## config.mk

```make
export PLATFORM = sky130hd
export DESIGN_NAME = rsp_resolve
export DESIGN_NICKNAME = d
export VERILOG_FILES = /design/src/rtl/rsp_pkg.sv /design/src/rtl/rsp_prefix.sv /design/src/rtl/rsp_pick.sv /design/src/rtl/rsp_update.sv /design/src/rtl/rsp_resolve.sv
export SDC_FILE = /design/constraint.sdc
export NUM_CORES = 1
export LEC_CHECK = 0
export ABC_AREA = 1
export BUFFER_PORTS_ARGS = -buffer_cell sky130_fd_sc_hd__buf_4
export CAP_MARGIN = 20
export CORE_MARGIN = 2
export CORE_UTILIZATION = 48
export DETAILED_ROUTE_END_ITERATION = 16
export GPL_ROUTABILITY_DRIVEN = 0
export GPL_TIMING_DRIVEN = 0
export PLACE_DENSITY = 0.8
export SLEW_MARGIN = 20
export SYNTH_ARGS = -nofsm -noshare
export SYNTH_HDL_FRONTEND = slang
export SYNTH_SLANG_ARGS = --single-unit
```

## constraint.sdc

```tcl
create_clock -name clk_i -period 2.2 [get_ports clk_i]
set_clock_uncertainty 0.05 [all_clocks]
set_input_delay 0.22 -clock clk_i [delete_from_list [all_inputs] [get_ports clk_i]]
set_output_delay 0.22 -clock clk_i [all_outputs]
set_load 0.02 [all_outputs]
```

## src/rtl/rsp_pkg.sv

```systemverilog
package rsp_pkg;
   typedef enum logic [1:0] {
      RSP_OP_NONE    = 2'b00,
      RSP_OP_STEP    = 2'b01,
      RSP_OP_FIND    = 2'b10,
      RSP_OP_RESOLVE = 2'b11
   } rsp_op_e;
endpackage

```

## src/rtl/rsp_prefix.sv

```systemverilog
// Exclusive prefix-OR over the responder vector, ripple or log-depth.
module rsp_prefix #(
   parameter int unsigned PE_COUNT   = 4,
   parameter bit          LOG_PREFIX = 1'b0,
   localparam int unsigned LVLS      = $clog2(PE_COUNT)
) (
   input  logic [PE_COUNT-1:0] req_i,
   output logic [PE_COUNT-1:0] before_o,
   output logic                any_o
);
   logic [PE_COUNT-1:0] incl;

   if (LOG_PREFIX) begin : g_tree
      logic [PE_COUNT-1:0] lvl [0:LVLS];
      assign lvl[0] = req_i;
      for (genvar s = 0; s < LVLS; s++) begin : g_stage
         for (genvar i = 0; i < PE_COUNT; i++) begin : g_bit
            if (i >= (1 << s)) begin : g_or
               assign lvl[s+1][i] = lvl[s][i] | lvl[s][i-(1<<s)];
            end else begin : g_pass
               assign lvl[s+1][i] = lvl[s][i];
            end
         end
      end
      assign incl = lvl[LVLS];
   end else begin : g_ripple
      assign incl[0] = req_i[0];
      for (genvar i = 1; i < PE_COUNT; i++) begin : g_bit
         assign incl[i] = incl[i-1] | req_i[i];
      end
   end

   assign before_o = {incl[PE_COUNT-2:0], 1'b0};
   assign any_o    = incl[PE_COUNT-1];
endmodule

```

## src/rtl/rsp_pick.sv

```systemverilog
// First-responder one-hot and binary index.
module rsp_pick #(
   parameter int unsigned PE_COUNT = 4,
   parameter int unsigned IDX_W    = 2
) (
   input  logic [PE_COUNT-1:0] req_i,
   input  logic [PE_COUNT-1:0] before_i,
   output logic [PE_COUNT-1:0] onehot_o,
   output logic [IDX_W-1:0]    idx_o
);
   assign onehot_o = req_i & ~before_i;

   always_comb begin
      idx_o = '0;
      for (int i = 0; i < PE_COUNT; i++) begin
         if (onehot_o[i]) idx_o = idx_o | IDX_W'(i);
      end
   end
endmodule

```

## src/rtl/rsp_update.sv

```systemverilog
// Next responder vector for each selection operation.
module rsp_update
   import rsp_pkg::*;
#(
   parameter int unsigned PE_COUNT = 4
) (
   input  rsp_op_e             op_i,
   input  logic [PE_COUNT-1:0] cur_i,
   input  logic [PE_COUNT-1:0] onehot_i,
   output logic [PE_COUNT-1:0] nxt_o
);
   always_comb begin
      unique case (op_i)
         RSP_OP_STEP:    nxt_o = cur_i & ~onehot_i;
         RSP_OP_RESOLVE: nxt_o = onehot_i;
         default:        nxt_o = cur_i;
      endcase
   end
endmodule

```

## src/rtl/rsp_resolve.sv

```systemverilog
module rsp_resolve
   import rsp_pkg::*;
#(
   parameter int unsigned PE_COUNT   = 4,
   parameter bit          LOG_PREFIX = 1'b0,
   localparam int unsigned IDX_W     = $clog2(PE_COUNT)
) (
   input  logic                clk_i,
   input  logic                rst_ni,
   input  logic                load_i,
   input  logic [PE_COUNT-1:0] load_vec_i,
   input  logic                cmd_valid_i,
   input  logic [1:0]          cmd_op_i,
   output logic [PE_COUNT-1:0] rsp_o,
   output logic [PE_COUNT-1:0] before_o,
   output logic                any_o,
   output logic                sel_valid_o,
   output logic [IDX_W-1:0]    sel_idx_o,
   output logic [PE_COUNT-1:0] sel_onehot_o
);
   if (PE_COUNT < 2) begin : g_bad_count
      $error("rsp_resolve: PE_COUNT must be at least 2");
   end

   logic [PE_COUNT-1:0] rsp_q, sel_onehot_q, onehot, nxt;
   logic [IDX_W-1:0]    sel_idx_q, idx;
   logic                sel_valid_q;
   rsp_op_e             op;

   assign op = rsp_op_e'(cmd_op_i);

   rsp_prefix #(.PE_COUNT(PE_COUNT), .LOG_PREFIX(LOG_PREFIX)) prefix_i (
      .req_i(rsp_q), .before_o(before_o), .any_o(any_o)
   );

   rsp_pick #(.PE_COUNT(PE_COUNT), .IDX_W(IDX_W)) pick_i (
      .req_i(rsp_q), .before_i(before_o), .onehot_o(onehot), .idx_o(idx)
   );

   rsp_update #(.PE_COUNT(PE_COUNT)) update_i (
      .op_i(op), .cur_i(rsp_q), .onehot_i(onehot), .nxt_o(nxt)
   );

   always_ff @(posedge clk_i or negedge rst_ni) begin
      if (!rst_ni) begin
         rsp_q        <= '0;
         sel_onehot_q <= '0;
         sel_idx_q    <= '0;
         sel_valid_q  <= 1'b0;
      end else if (load_i) begin
         rsp_q        <= load_vec_i;
         sel_onehot_q <= '0;
         sel_idx_q    <= '0;
         sel_valid_q  <= 1'b0;
      end else if (cmd_valid_i && op != RSP_OP_NONE) begin
         rsp_q        <= nxt;
         sel_onehot_q <= onehot;
         sel_idx_q    <= idx;
         sel_valid_q  <= any_o;
      end
   end

   assign rsp_o        = rsp_q;
   assign sel_onehot_o = sel_onehot_q;
   assign sel_idx_o    = sel_idx_q;
   assign sel_valid_o  = sel_valid_q;
endmodule

```

==> results.md <==
- Via density: 4.73
- Clock Pin Slew Worst Setup and Hold Paths: 0.07 ns
- Area Growth Syn to Fin: 36.4%
- Max IR drop VDD: 327 uV
- Final WL: 1240 um
- DR iter-0 viols: 16
- CP bufs+invs: 2
- Layout Nets: 120
- Most frequent cells in the layout: nand2_1 (28), buf_4 (26), dfrtp_1 (11)
- Worst Path Required: 1.93 ns
- CTS tree: done
- Number of port buffers: 23
- Sw frac: 32.7%
- Most common cell after layout, fill and taps aside: nand2_1
- Crit path DAT: 1.34 ns
- Clk pwr share: 24.9%
- Final Cell Area: 853 sq um
- Main combinational cell family by area after synthesis: simple AND/OR/NAND/NOR gates
- Placed Area: 817 sq um
- Rows: 13
- Minimum clock period: 1.61 ns
- Worst-path fanout max: 7
- Fillers: 104
- Initial Utilization: 50.0%
- Antenna violations before repair: 0
- Register area share after synthesis: 44.0%
- Max Cap Viol: 0
- Power Total: 0.530 mW
- Syn_nets: 91
- Max stage delay on crit path: 0.46 ns
- RSZ-0062 raised after global routing: false
- Pleak: 0.507 nW
- CP Class: flop to output port
- Io pins: 26
- Largest net degree at the start of global routing: 12
- Synth Area in XOR/XNOR: 0%
- CP max stage cell: dfrtp_1
- DR pass1 iterations: 4
- Die Y: 40.1 um
- Period utilization: 73.1%
- Crit. End Element: output port
- Global route total overflow: 0
- WL/cell: 9.97 um
- Biggest area consumer among synthesized cells: dfrtp_1
- Setup slack, reg-to-reg: 1.08 ns
- Antenna viol nets, final: 0
- Pre-CTS setup slack: 0.867 ns
- CTS buffer count: 3
- Mux cell area share after synthesis: 0%
- Worst skew pair latency: 0.25 ns
- Final core occ: 68.1%
- Yosys reg bits: 11
- Post-Synth Adder-Cell Area: 0%
- Final setup TNS: 0 ns
- First-pass GRT wire length: 1900 um
- Share of cells above drive strength 1: 38.5%
- CP Launch Type: flop
- Mapped Cells: 81
- Syn_area_per_cell: 7.72 sq um
- Post-route DRC: 0
- Sequential Power Share: 44.2%
- Power Density: 621 nW/um^2
- Area fraction of the dominant cell type after synthesis: 44.0%
- Synth top area cells: dfrtp_1 (44%), nand2_1 (17%), nand2_2 (5.0%)
- Sw Pwr: 0.173 mW
- CTS Root Cell: clkbuf_4
- Final Setup Violations: 0
- Status: finished clean
- CTS HTree Levels: 1
- Clock Sink Count: 11
- Combinational power share: 30.9%
- Via count: 587
- Fmax: 0.622 GHz
- Crit-path cells: nor2_2, nand2_2, nor2_1, inv_1, buf_4
- Total GRT Usage: 17.9%
- Post-synthesis simple-gate area fraction: 40.6%
- Inserted Diodes: 0
- Yosys cell types: 18
- Max-slew violation count: 0
- Cell area after synthesis: 626 sq um
- Hold WC Path Type: input pin to flop
- Cell family with most CP delay: flip-flops
- Die extent in x: 40.1 um
- Vias in the first global route: 460
- Die ar.: 1610 sq um
- Synth Warn #: 0
- Total core area: 1250 sq um
- Setup ws final: 0.592 ns
- Clk buf depth: 2
- Pint: 0.357 mW
- DP Wirelength: 1030 um
- Final hold vios: 0
- Share of the synthesized area in compound gates (AO/OA/AOI/OAI): 4.40%
## worst paths after layout
check                           startpoint         endpoint  cells past startpoint
setup reg to reg                  rsp_o[0]      sel_valid_o                      4
setup / recovery                  rsp_o[0]            any_o                      5
max in group asynchronous           rst_ni     sel_idx_o[0]                      2
min in group asynchronous           rst_ni  sel_onehot_o[1]                      2
hold / removal               load_vec_i[0]         rsp_o[0]                      3
hold reg to reg            sel_onehot_o[3]  sel_onehot_o[3]                      2
## registers in the layout (all words and copies together), names as in the netlist
signal        cells
rsp_o             4
sel_onehot_o      4
sel_idx_o         2
sel_valid_o       1
## cell families after synthesis
kind of cell	Yosys count
compound gates	5
buf+inv	13
flops	11
other cells	1
simple gates	51
## stage by stage
| stage | instances | hold slack, ns |
|---|---|---|
| 2_1_floorplan | 81 | -0.126 |
| 3_3_place_gp | 119 | 0.00674 |
| 3_5_place_dp | 119 | 0.00981 |
| 4_1_cts | 124 | 0.111 |
| 5_1_grt | 124 | 0.124 |
| 6_report | 124 | 0.114 |
## timing repair
item                       in CTS  in global routing
setup endpoints to repair       0                  0
hold endpoints to repair       11                  0
resized for setup               0                  0
setup buffers                   0                  0
hold buffers                    1                  0
## synth_stat cells (all sizes together)
cell,count
a21oi,1
buf,3
conb,1
dfrtp,11
inv,10
nand2,35
nand3,6
nand4,3
nor2,7
o211ai,1
o21ai,3
## cell type report
type,instances,area (sq um),area share [%]
plain buffers,3,22.5,2.64
clock buffers,4,26.3,3.08
inverters,10,42.5,4.99
multi-input cells,57,285,33.4
flip-flops and latches,11,275,32.3
well taps,15,18.8,2.20
repair buffers,24,183,21.4
## worst reg2reg max path: cells and delay by family, from the launching register on
| family | cells | cell delay (ns) |
|---|---|---|
| compound gates | 1 | 0.08 |
| flops | 1 | 0.46 |
| simple gates | 3 | 0.42 |
## power by group through the flow
stage,clock (mW),combinational (mW),sequential [mW]
4_1_cts,0.133,0.166,0.234
2_1_floorplan,0,0.0755,0.257
6_report,0.132,0.164,0.234
3_3_place_gp,0,0.161,0.237
3_5_place_dp,0,0.164,0.238
5_1_grt,0.149,0.180,0.236
## metal layers
metal / up-vias / global-route usage [%] / wire length, um
li1: 305 / - / -
met1: 262 / 22.7 / 530
met2: 20 / 30.6 / 622
met3: 0 / 3.33 / 84
met4: 0 / 5.17 / 0
met5: - / 0 / 0
Power figures use the tool's default switching activity.
